### src/rtl/pwm_pkg.sv
package pwm_pkg;
    typedef enum logic {
        UPD_IDLE    = 1'b0,
        UPD_PENDING = 1'b1
    } upd_state_e;
endpackage

### src/rtl/pwm_prescaler.sv
module pwm_prescaler #(
    parameter int PRESCALE = 4
) (
    input  logic clk,
    input  logic rst_n,
    output logic tick
);
    generate
        if (PRESCALE <= 1) begin : g_direct
            assign tick = 1'b1;
        end else begin : g_div
            localparam int CW = $clog2(PRESCALE);
            localparam logic [CW-1:0] LAST = CW'(PRESCALE - 1);
            logic [CW-1:0] div_q;
            always_ff @(posedge clk) begin
                if (!rst_n)           div_q <= '0;
                else if (div_q == LAST) div_q <= '0;
                else                  div_q <= div_q + 1'b1;
            end
            assign tick = (div_q == LAST);
        end
    endgenerate
endmodule

### src/rtl/pwm_period_ctr.sv
module pwm_period_ctr #(
    parameter int CODE_W = 5
) (
    input  logic              clk,
    input  logic              rst_n,
    input  logic              tick,
    output logic [CODE_W-1:0] slot,
    output logic              wrap
);
    logic [CODE_W-1:0] slot_q;
    always_ff @(posedge clk) begin
        if (!rst_n)    slot_q <= '0;
        else if (tick) slot_q <= slot_q + 1'b1;
    end
    assign slot = slot_q;
    assign wrap = tick && (slot_q == {CODE_W{1'b1}});
endmodule

### src/rtl/pwm_duty_bank.sv
module pwm_duty_bank
    import pwm_pkg::*;
#(
    parameter int CODE_W = 5
) (
    input  logic              clk,
    input  logic              rst_n,
    input  logic              wr_en,
    input  logic              wr_full_on,
    input  logic [CODE_W-1:0] wr_code,
    input  logic              wrap,
    output logic [CODE_W-1:0] act_code,
    output logic              act_full,
    output logic              commit,
    output upd_state_e        state
);
    upd_state_e        state_q, state_d;
    logic [CODE_W-1:0] shd_code_q, act_code_q;
    logic              shd_full_q, act_full_q, commit_q;
    logic              do_commit;

    assign do_commit = wrap && (state_q == UPD_PENDING);

    always_comb begin
        state_d = state_q;
        unique case (state_q)
            UPD_IDLE:    if (wr_en)          state_d = UPD_PENDING;
            UPD_PENDING: if (wrap && !wr_en) state_d = UPD_IDLE;
            default:                         state_d = UPD_IDLE;
        endcase
    end

    always_ff @(posedge clk) begin
        if (!rst_n) state_q <= UPD_IDLE;
        else        state_q <= state_d;
    end

    always_ff @(posedge clk) begin
        if (!rst_n) begin
            shd_code_q <= '0;
            shd_full_q <= 1'b0;
            act_code_q <= '0;
            act_full_q <= 1'b0;
            commit_q   <= 1'b0;
        end else begin
            if (wr_en) begin
                shd_code_q <= wr_code;
                shd_full_q <= wr_full_on;
            end
            if (do_commit) begin
                act_code_q <= shd_code_q;
                act_full_q <= shd_full_q;
            end
            commit_q <= do_commit;
        end
    end

    assign act_code = act_code_q;
    assign act_full = act_full_q;
    assign commit   = commit_q;
    assign state    = state_q;
endmodule

### src/rtl/pwm_compare.sv
module pwm_compare #(
    parameter int CODE_W = 5
) (
    input  logic [CODE_W-1:0] slot,
    input  logic [CODE_W-1:0] act_code,
    input  logic              act_full,
    output logic              level
);
    assign level = act_full || (slot < act_code);
endmodule

### src/rtl/pwm_duty_gen.sv
module pwm_duty_gen
    import pwm_pkg::*;
#(
    parameter int CODE_W   = 5,
    parameter int PRESCALE = 4
) (
    input  logic              clk,
    input  logic              rst_n,
    input  logic              wr_en,
    input  logic              wr_full_on,
    input  logic [CODE_W-1:0] wr_code,
    output logic              pwm_out,
    output logic              update_pulse
);
    logic              tick, wrap;
    logic [CODE_W-1:0] slot, act_code;
    logic              act_full;
    upd_state_e        upd_state;

    pwm_prescaler #(.PRESCALE(PRESCALE)) u_pre (
        .clk(clk), .rst_n(rst_n), .tick(tick)
    );

    pwm_period_ctr #(.CODE_W(CODE_W)) u_ctr (
        .clk(clk), .rst_n(rst_n), .tick(tick), .slot(slot), .wrap(wrap)
    );

    pwm_duty_bank #(.CODE_W(CODE_W)) u_bank (
        .clk(clk), .rst_n(rst_n), .wr_en(wr_en), .wr_full_on(wr_full_on),
        .wr_code(wr_code), .wrap(wrap), .act_code(act_code),
        .act_full(act_full), .commit(update_pulse), .state(upd_state)
    );

    pwm_compare #(.CODE_W(CODE_W)) u_cmp (
        .slot(slot), .act_code(act_code), .act_full(act_full), .level(pwm_out)
    );
endmodule

### config.mk
export PLATFORM = sky130hd
export DESIGN_NAME = pwm_duty_gen
export DESIGN_NICKNAME = d
export VERILOG_FILES = /design/src/rtl/pwm_pkg.sv /design/src/rtl/pwm_prescaler.sv /design/src/rtl/pwm_period_ctr.sv /design/src/rtl/pwm_duty_bank.sv /design/src/rtl/pwm_compare.sv /design/src/rtl/pwm_duty_gen.sv
export SDC_FILE = /design/constraint.sdc
export NUM_CORES = 1
export LEC_CHECK = 0
export ABC_AREA = 1
export ABC_CLOCK_PERIOD_IN_PS = 1800
export BUFFER_PORTS_ARGS = -buffer_cell sky130_fd_sc_hd__buf_2
export CAP_MARGIN = 20
export CORE_MARGIN = 5
export CORE_UTILIZATION = 50
export DETAILED_ROUTE_END_ITERATION = 8
export PLACE_DENSITY = 0.7
export REMOVE_ABC_BUFFERS = 1
export SYNTH_ARGS = -nofsm -noshare
export SYNTH_HDL_FRONTEND = slang
export SYNTH_HIERARCHICAL = 1
export SYNTH_SLANG_ARGS = --single-unit
### constraint.sdc
create_clock -name clk -period 1.8 [get_ports clk]
set_clock_uncertainty 0.15 [all_clocks]
set_input_delay 0.18 -clock clk [delete_from_list [all_inputs] [get_ports clk]]
set_output_delay 0.18 -clock clk [all_outputs]
set_load 0.01 [all_outputs]
Yosys cells after proc, flatten, opt, wreduce, memory -nomap -nowiden
Cells that the tools add are included.
Operators by class
  reductions and logical operators: 6
  order comparisons: 1
  equality and inequality tests: 2
  bitwise gates (word level): 2
  muxes and demuxes: 3
  add/subtract/negate cells: 2
Operators with widths (count)
  adder 5 x 1 -> 5 bit, second input constant: 1
  == test 5 bit, second input constant: 1
  < comparator 5 bit: 1
  logical AND 1 bit: 3
  adder 2 x 1 -> 2 bit, second input constant: 1
  == test 2 bit, second input constant: 1
  two-way mux 1 bit: 2
  inverter 1 bit: 2
  one-hot mux 1 bit (2 select lines): 1
  OR reduction 2 bit: 1
  logical NOT 1 bit: 1
  logical OR 1 bit: 1
Word-level totals
  input bits: 9
  output and inout port bits: 2
  bits in registers: 21
  word-level logic and storage cells: 24

Longest topological paths before layout
Gate-level depths: netlist (run 1).
  depth after elaboration: 5
  depth in mapped cells: 10
  depth with buffers taken out: 9

Modules after synthesis
Netlist (run 1), hierarchy kept.
By module, submodules not included
  pwm_duty_bank: seq. area each 280.3 um^2, cells each 71, area an instance 523.0 um^2, instances 1
  pwm_period_ctr: seq. area each 100.1 um^2, cells each 31, area an instance 237.7 um^2, instances 1
  pwm_compare: seq. area each 0.0 um^2, cells each 23, area an instance 123.9 um^2, instances 1
  pwm_prescaler: seq. area each 40.0 um^2, cells each 8, area an instance 71.3 um^2, instances 1

Worst setup path before layout (run 1)
Ideal clock, no wire load.
  kind: flip-flop to flip-flop
  start point: reg u_ctr.slot_q[0], in the netlist u_ctr/slot[0]
  end point: reg u_bank.act_code_q[0], in the netlist u_bank/act_code[0]
  stages on the path, launching flop included: 11
  setup time: 113 ps
  arrival time: 1302 ps
  clock period less this slack: 1565 ps
  path buffers: 1
  data required time: 1537 ps
  slack: 235 ps
  cells stage by stage: dfxtp_1 > ha_1 > and3_1 > ha_1 > nand2_1 > inv_1 > nand2_2 > buf_6 > nand2_1 > nand2_1 > nor2_1
On the way
  cells in the longest elaborated chain, start to end: 3
RTL lines
  start: declaration: line pwm_period_ctr.sv:10  | logic [CODE_W-1:0] slot_q;
  start signal: assignment: line pwm_period_ctr.sv:13  | else if (tick) slot_q <= slot_q + 1'b1;
  == test 5 bit: line pwm_period_ctr.sv:16  | assign wrap = tick && (slot_q == {CODE_W{1'b1}});
  logical AND 1 bit: line pwm_period_ctr.sv:16
  net wrap: line pwm_duty_gen.sv:15  | logic tick, wrap;
  logical AND 1 bit: line pwm_duty_bank.sv:22  | assign do_commit = wrap && (state_q == UPD_PENDING);
  end signal: assignment: line pwm_duty_bank.sv:51  | act_code_q <= shd_code_q;
  end: declaration: line pwm_duty_bank.sv:18  | logic [CODE_W-1:0] shd_code_q, act_code_q;
The timed path passes the listed nets, and every way through them passes these cells.
A chain may end at the register's enable or synchronous reset.

Worst setup path after layout (run 1)
  start point: reg u_ctr.slot_q[1], in the netlist u_ctr/slot[1]
  end point: out pwm_out
On the way
  cells in the longest elaborated chain, start to end: 2
RTL lines
  < comparator 5 bit: line pwm_compare.sv:9  | assign level = act_full || (slot < act_code);
  logical OR 1 bit: line pwm_compare.sv:9
  end: declaration: line pwm_duty_gen.sv:12  | output logic pwm_out,
No other way between the ends.

==> results of run 1 <==
-- timing repair --
action / CTS / global route
hold endpoints to repair: 6 / 0
buffers inserted: 0 / 1
gates resized for setup: 0 / 12
endpoints found under the setup margin: 0 / 6
hold buffers: 6 / 0
-- how the worst max path moves through the flow --
stage	endpoint	depth (start not counted)	slack (ns)	start
after floorplan	u_bank/act_code[0]	9	0.26	u_ctr/slot[0]
after global placement	u_bank/act_full	9	0.18	u_ctr/slot[0]
after detailed placement	u_bank/act_code[1]	9	0.12	u_ctr/slot[0]
after CTS	pwm_out	8	0.002	u_ctr/slot[1]
after global routing	pwm_out	8	-0.08	u_ctr/slot[1]
final	pwm_out	8	0.03	u_ctr/slot[1]
-- metrics by stage --
step	TNS, ns	setup slack, ns	hold slack (ns)	instance area [sq um]
after floorplan	0	0.256	0.150	920
after global placement	0	0.181	0.251	1010
after global routing	-0.0786	-0.0786	0.0602	1140
final	0	0.0266	0.0646	1140
after CTS	0	0.00200	0.0406	1090
after detailed placement	0	0.116	0.259	1010
-- layer usage --
| layer | share of wire, % | vias to the layer above |
|---|---|---|
| li1 | - | 441 |
| met4 | 0.71 | 0 |
| met1 | 50 | 333 |
| met3 | 2.5 | 2 |
| met5 | 0 | - |
| met2 | 47 | 9 |
-- sequential cells by signal, indices dropped and copies added, names as in the netlist --
| name | cells |
|---|---|
| u_pre/g_div.div_q | 2 |
| u_bank/act_code | 5 |
| u_bank/shd_full_q | 1 |
| u_bank/shd_code_q | 5 |
| u_bank/act_full | 1 |
| u_ctr/slot | 5 |
| u_bank/state | 1 |
| u_bank/commit | 1 |
-- synthesized netlist by cell type --
master	number	area [sq um]
sky130_fd_sc_hd__o21ai_0	9	45.0
sky130_fd_sc_hd__and3_1	1	6.26
sky130_fd_sc_hd__nand2_2	2	12.5
sky130_fd_sc_hd__inv_1	21	78.8
sky130_fd_sc_hd__dfxtp_1	21	420
sky130_fd_sc_hd__ha_1	7	87.6
sky130_fd_sc_hd__nand2_1	27	101
sky130_fd_sc_hd__clkbuf_8	1	13.8
sky130_fd_sc_hd__nand3_1	2	10.0
sky130_fd_sc_hd__a21oi_1	4	20.0
sky130_fd_sc_hd__nor2_1	35	131
sky130_fd_sc_hd__nor2_2	1	6.26
sky130_fd_sc_hd__buf_6	2	22.5
-- report_power, final --
part	internal [mW]	switching (mW)
combinational	0.0442	0.0476
sequential	0.486	0.0135
clock	0.0860	0.127
-- critical path, stage by stage (launching register included) --
cell and delay (ns):
sky130_fd_sc_hd__dfxtp_2 0.34, sky130_fd_sc_hd__buf_6 0.12, sky130_fd_sc_hd__ha_4 0.25, sky130_fd_sc_hd__nand2_2 0.04, sky130_fd_sc_hd__nor2_2 0.10, sky130_fd_sc_hd__nand2_1 0.06, sky130_fd_sc_hd__nand3_1 0.06, sky130_fd_sc_hd__nand2_1 0.05
sky130_fd_sc_hd__buf_2 0.13
-- layout make-up --
cell class,count,area [sq um],share of cell area [%]
flip-flops and latches,21,428,37.6
well taps,25,31.3,2.75
inverters,21,78.8,6.92
clock buffers,4,26.3,2.31
repair buffers,18,129,11.3
multi-input cells,88,445,39.1
-- kinds of logic after synthesis --
kind of cell | synth area share, %
buf+inv | 12.0
compound gates | 6.81
flops | 44.0
simple gates | 28.0
fa+ha+maj | 9.16
==> impl_summary.md, run 1 <==
Status
The flow ran to the end, and the final reports show no timing, DRC or antenna violations.

Timing
Counting I/O delays and the setup requirement, the final critical path takes between 1.5 and 2 ns. Headroom to the max-slew limit came out at 79.0%. The number of endpoints with negative hold slack in the final report is 0. The total of endpoints with negative setup slack in the final report is 0. Of the available clock period, the critical path in the final layout requires 98.5%. The number of max-slew violations in the final report came to 0. For the pin with the worst max-slew slack, the measured transition is 0.315 ns. For this run, the top clock speed supported by timing is around 560 MHz. Setup repair after global routing could not meet its margin everywhere.

GRT
The maximum number of pins on one net before global-route repair is 20. The first global-routing pass estimated 2.82 mm of wire. The initial antenna violation count is 0.

After global routing the overflow that remains totals 0. The global-route track usage on met2 is 23.0%. Global routing consumed, over all layers together, between 10% and 20% of the routing resources.

In the global route stage, met3 resource usage came out at 2.49%. The via count of the first global-routing pass is slightly above 700. met2 is the most crowded layer. For met1 alone, demand over resource in global routing was 16.4%.

Routing
After detailed routing, the average wire length per cell comes to 9.59 um. For this block, the routed nets add up to 1.70 mm of wire. Once detail routing completed, the nets flagged for antenna violations numbered 0. The detailed router finished its first iteration with 11 violations. Detailed routing inserted a total of 785 vias. The remaining design rule violation count is 0. Dividing the detail-routed via count by the number of cells gives roughly 4.4. The first detailed-routing pass ran for 4 iterations.

Yosys
Summing every instance area after synthesis gives about 960 sq um. In this run the mean area of a mapped cell was 7.19 sq um. The warning count from the yosys run is 6.

After synthesis, the netlist uses 13 different library cells. The synthesized instance count is 133. Sequential elements use 44.0% of the synthesized area. The synthesized design contains 21 register bits.

Min path
For hold timing, the worst endpoint is u_bank/shd_code_q[0]. The class of the tightest hold or removal check is input port to flip-flop. The worst hold path was traced through 3 stages. In this run the most critical hold path is launched from wr_en.

Cells and area
At the end of the flow, the number of nets in the layout was 169. The count of fill cells added during filler insertion is approximately 190. For this run, the number of standard cells in the final layout without fillers is between 150 and 200.

From synthesis to final layout, the design area changed by 19.1%. The library cells used most frequently in the layout, excluding fill and tap cells, are sky130_fd_sc_hd__nor2_1 (34), sky130_fd_sc_hd__nand2_1 (25), sky130_fd_sc_hd__inv_1 (21). The most frequent standard cell in the layout excluding fill and tap cells is sky130_fd_sc_hd__nor2_1. The fraction of the core area covered by cells at the end of the flow is 64.5%. In the final layout, the share of cells above drive strength 1 is 18.4%.

0 antenna diodes ended up in the layout.

Setup path
In this run the worst path has a maximum fanout of 3. The endpoint identified for the worst register-to-register timing path is u_bank/act_code[1]. The required time at the endpoint of the critical path is around 1.5 ns. The worst setup path is launched from a flip-flop. STA puts the critical path data arrival time at around 1.4 ns.

The worst setup path is captured at an output pin. In this run the critical register-to-register path is launched from u_ctr/slot[0]. The critical path class is flip-flop to output pin. The number of cell instances on the worst register-to-register path is 9. The slack of the worst reg-to-reg path is about 0.18 ns.

Clock network
The CTS tree is built. TritonCTS created 3 clock buffers. CTS placed an instance of sky130_fd_sc_hd__clkbuf_4 at the clock tree root. CTS built an H-tree with a depth of 1. The maximum number of buffers from clock root to sink is 2.

The TritonCTS sink count is 21. After clock tree synthesis, the clock-pin slew on the worst setup and hold paths is about 0.11 ns. The worst-skew pair later-pin latency is 0.29 ns.

Power and ir drop
Power comes to 804 uW. The worst-case IR drop observed on VDD is 0.527 mV. The power density over cell area is 706 nW/um^2. The cell leakage power is just under 0.6 nW.

Placement
The final weighted congestion of routability-driven global placement is 0.723. Summed over all nets, the half-perimeter wirelength after detailed placement is 1.18 mm. The count of placed standard cells including taps is 166. Port buffering added 10 buffers.

Floorplan
The initialized floorplan defines 15 standard-cell rows. The die area is 2890 sq um. The overall die height is 53.7 um.

The number of top-level pins is 11. The initial utilization of the core area, before any placement, comes to 54.2%. The core region is 1760 sq um. The floorplan step set the die width to 53.7 um.

Flow run
The total of max-cap violations is 0.
(Power assumes the default switching activity.)
==> run 2, diff against run 1 <==
CORE_UTILIZATION = 55   (was 50)
PLACE_DENSITY = 0.76   (was 0.7)
==> run 2 against run 1 <==
Net effect: worst setup slack better by 0.060 ns; flip-flop and latch count did not move; final cell count decreased by 4.5%; critical endpoint unchanged; largest cell class unchanged.
==> impl_summary.md, run 2 (same netlist as run 1, synthesis figures left out) <==
Cells and area
In the final layout, the share of cells above drive strength 1 is 23.7%. The relative area change from synthesis to final layout is 21.9%. The most frequent standard cell in the layout excluding fill and tap cells is sky130_fd_sc_hd__nor2_1. The number of diodes added for antenna fixing is 0.

The net total in the final layout is between 150 and 200. The count of fill cells added during filler insertion is between 100 and 150. The top cell types in the final layout, fill and taps aside, are sky130_fd_sc_hd__nor2_1 (34), sky130_fd_sc_hd__nand2_1 (25), sky130_fd_sc_hd__inv_1 (18). After routing the design area is 1160 sq um.

Routing
Detailed routing inserted a total of 821 vias. After detailed routing, the total wire length is 1.68 mm. The number of design-rule violations left by the first detailed-router iteration is 16. Using the TritonRoute via totals, the vias-per-cell ratio works out to 4.86. In the final routed layout, each cell accounts on average for 9.94 um.

The pre-antenna-repair detailed-routing pass consisted of 4 iterations. After detailed routing, the number of remaining DRC violations is 0. The detail route stage leaves a number of antenna-violating nets equal to 0.

Clock network
The tree built by TritonCTS fans out to 21 sinks. Counting along the longest clock path gives a buffer depth of 2. The depth of the CTS H-tree is 1. The clock-pin slew reported for the worst setup and hold paths after clock tree synthesis is around 0.11 ns. In this run, CTS created clock tree buffers numbering 3. The cell chosen for the clock root is sky130_fd_sc_hd__clkbuf_4. The worst-skew pair later-pin latency is 0.30 ns.

The CTS tree is built.

Placement
The placed wire-length estimate is 1.12 mm. The total placed instance area is 991 sq um. At the end of routability-driven placement, the weighted congestion stood at 0.735. The number of port buffers is 10.

Min path
The worst hold path was traced through 3 stages. The class of the tightest hold or removal check is input port to flip-flop. The path with the worst hold slack has its endpoint at u_bank/shd_code_q[1].

The startpoint identified for the worst hold timing path is wr_en.

Power and ir drop
The power consumption is 815 uW. IR analysis of the VDD net gives a maximum drop of approximately 0.66 mV. The power density over cell area is 700 nW/um^2.

For this design the static power due to leakage is around 0.6 nW.

GRT
The initial antenna violation count came to 0. The via count of the first global-routing pass is between 700 and 800. The maximum number of pins on one net before global-route repair is 20. The global-route wire length before repair is 2.86 mm. In the global route stage, overall resource usage came out at 14.4%. The global-route congestion overflow total is 0.

Setup path
The nature of the critical path startpoint is a flip-flop. STA classifies the critical path endpoint as an output pin. The largest stage delay on the critical path is 0.35 ns.

The capturing point of the worst reg2reg path is u_bank/act_full. The number of cell instances on the worst register-to-register path is 9. For this design, the slowest cell found on the critical path is sky130_fd_sc_hd__dfxtp_2. By startpoint and endpoint, the worst setup path is classified as flip-flop to output pin.

The critical path arrival is 1.38 ns. The critical path's most frequent cell is sky130_fd_sc_hd__nand2_1. Data on the critical path is required at its endpoint by 1.47 ns. The startpoint of the worst register-to-register path is u_ctr/slot[0].

The critical path goes through inv_2 > ha_4 > nand2_2 > nor2_2 > nand2_1 > nand3_1 > nand2_1 > buf_2. In this run the worst path has a maximum fanout of 2. Setup slack on the worst reg-to-reg path comes out at 0.10 ns.

Floorplan
For this design the top-level I/O count stands at 11. After floorplanning, the core was divided into 15 placement rows. The overall die height is between 50 and 60 um. The die covers 2670 sq um. Measured along the x axis, the die boundary spans 51.7 um.

The initial utilization of the core area, before any placement, comes to between 50 and 60%. In this run the standard cell core region covers 1690 sq um.

Timing
The number of endpoints with negative hold slack in the final report was 0. At the pin with the least slew margin, the transition time is 0.321 ns. Setup violations remaining at the end of the flow were counted as 0. The final hold slack is 0.0392 ns. Static timing analysis puts the maximum clock frequency at 584 MHz. After layout, the minimum clock period comes to 1.71 ns. Setup repair after global routing could not meet its margin everywhere. The worst pin sits at a relative slew slack of 78.6%. The number of max-slew violations in the final report is 0. The fraction of the cycle the final worst path needs is a little over nine tenths.

Flow run
The total of max-cap violations is 0.

Status
The flow ran to the end, and the final reports show no timing, DRC or antenna violations.
run 2: final cells by class:
class | count | area (sq um) | share of cell area (%)
clock buffers | 4 | 26.3 | 2.26
inverters | 21 | 78.8 | 6.77
multi-input cells | 88 | 483 | 41.5
flip-flops and latches | 21 | 430 | 36.9
well taps | 17 | 21.3 | 1.83
repair buffers | 18 | 125 | 10.7
run 2: critical path: cells and delay by family (launching register included):
kind          cells  cell delay (ns)
flops             1             0.35
fa+ha+maj         1             0.25
simple gates      5             0.29
buf+inv           2             0.18
run 2: per-layer routing:
| layer | GRT usage (%) | vias up | wire length [um] |
|---|---|---|---|
| met1 | 16.8 | 359 | 776 |
| met5 | 0 | - | 0 |
| met4 | 9.17 | 0 | 46 |
| li1 | - | 439 | - |
| met2 | 23.9 | 17 | 790 |
| met3 | 2.58 | 6 | 68 |
run 2: stage by stage:
stage / worst slack (ns) / std cells / utilization [%] / TNS, ns
6_report: 0.0863 / 169 / 69.0 / 0
5_1_grt: -0.0258 / 169 / 69.0 / -0.0258
4_1_cts: 0.0154 / 167 / 63.8 / 0
3_5_place_dp: 0.143 / 157 / 58.7 / 0
3_3_place_gp: 0.178 / 157 / 58.7 / 0
2_1_floorplan: 0.256 / 130 / - / 0
run 2: worst max-delay path by stage:
stage | from | end | slack [ns] | depth (start not counted)
after floorplan | u_ctr/slot[0] | u_bank/act_code[0] | 0.26 | 9
after detailed placement | u_ctr/slot[0] | u_bank/act_code[4] | 0.14 | 9
final | u_bank/act_code[2] | pwm_out | 0.09 | 8
after global routing | u_bank/act_code[2] | pwm_out | -0.03 | 8
after CTS | u_bank/act_code[4] | pwm_out | 0.02 | 8
after global placement | u_ctr/slot[0] | u_bank/act_full | 0.18 | 9
run 2: repair_timing:
action / in CTS / in global routing
hold buffers: 6 / 0
endpoints found under the setup margin: 0 / 1
resized for setup: 0 / 19
endpoints found under the hold margin: 6 / 0
setup buffers: 0 / 2
run 2: where the power goes:
part | switching [mW] | leakage (nW) | internal (mW)
logic | 0.0462 | 0.396 | 0.0438
registers | 0.0145 | 0.176 | 0.486
clock network | 0.137 | 0.0150 | 0.0866
total | 0.198 | 0.586 | 0.617
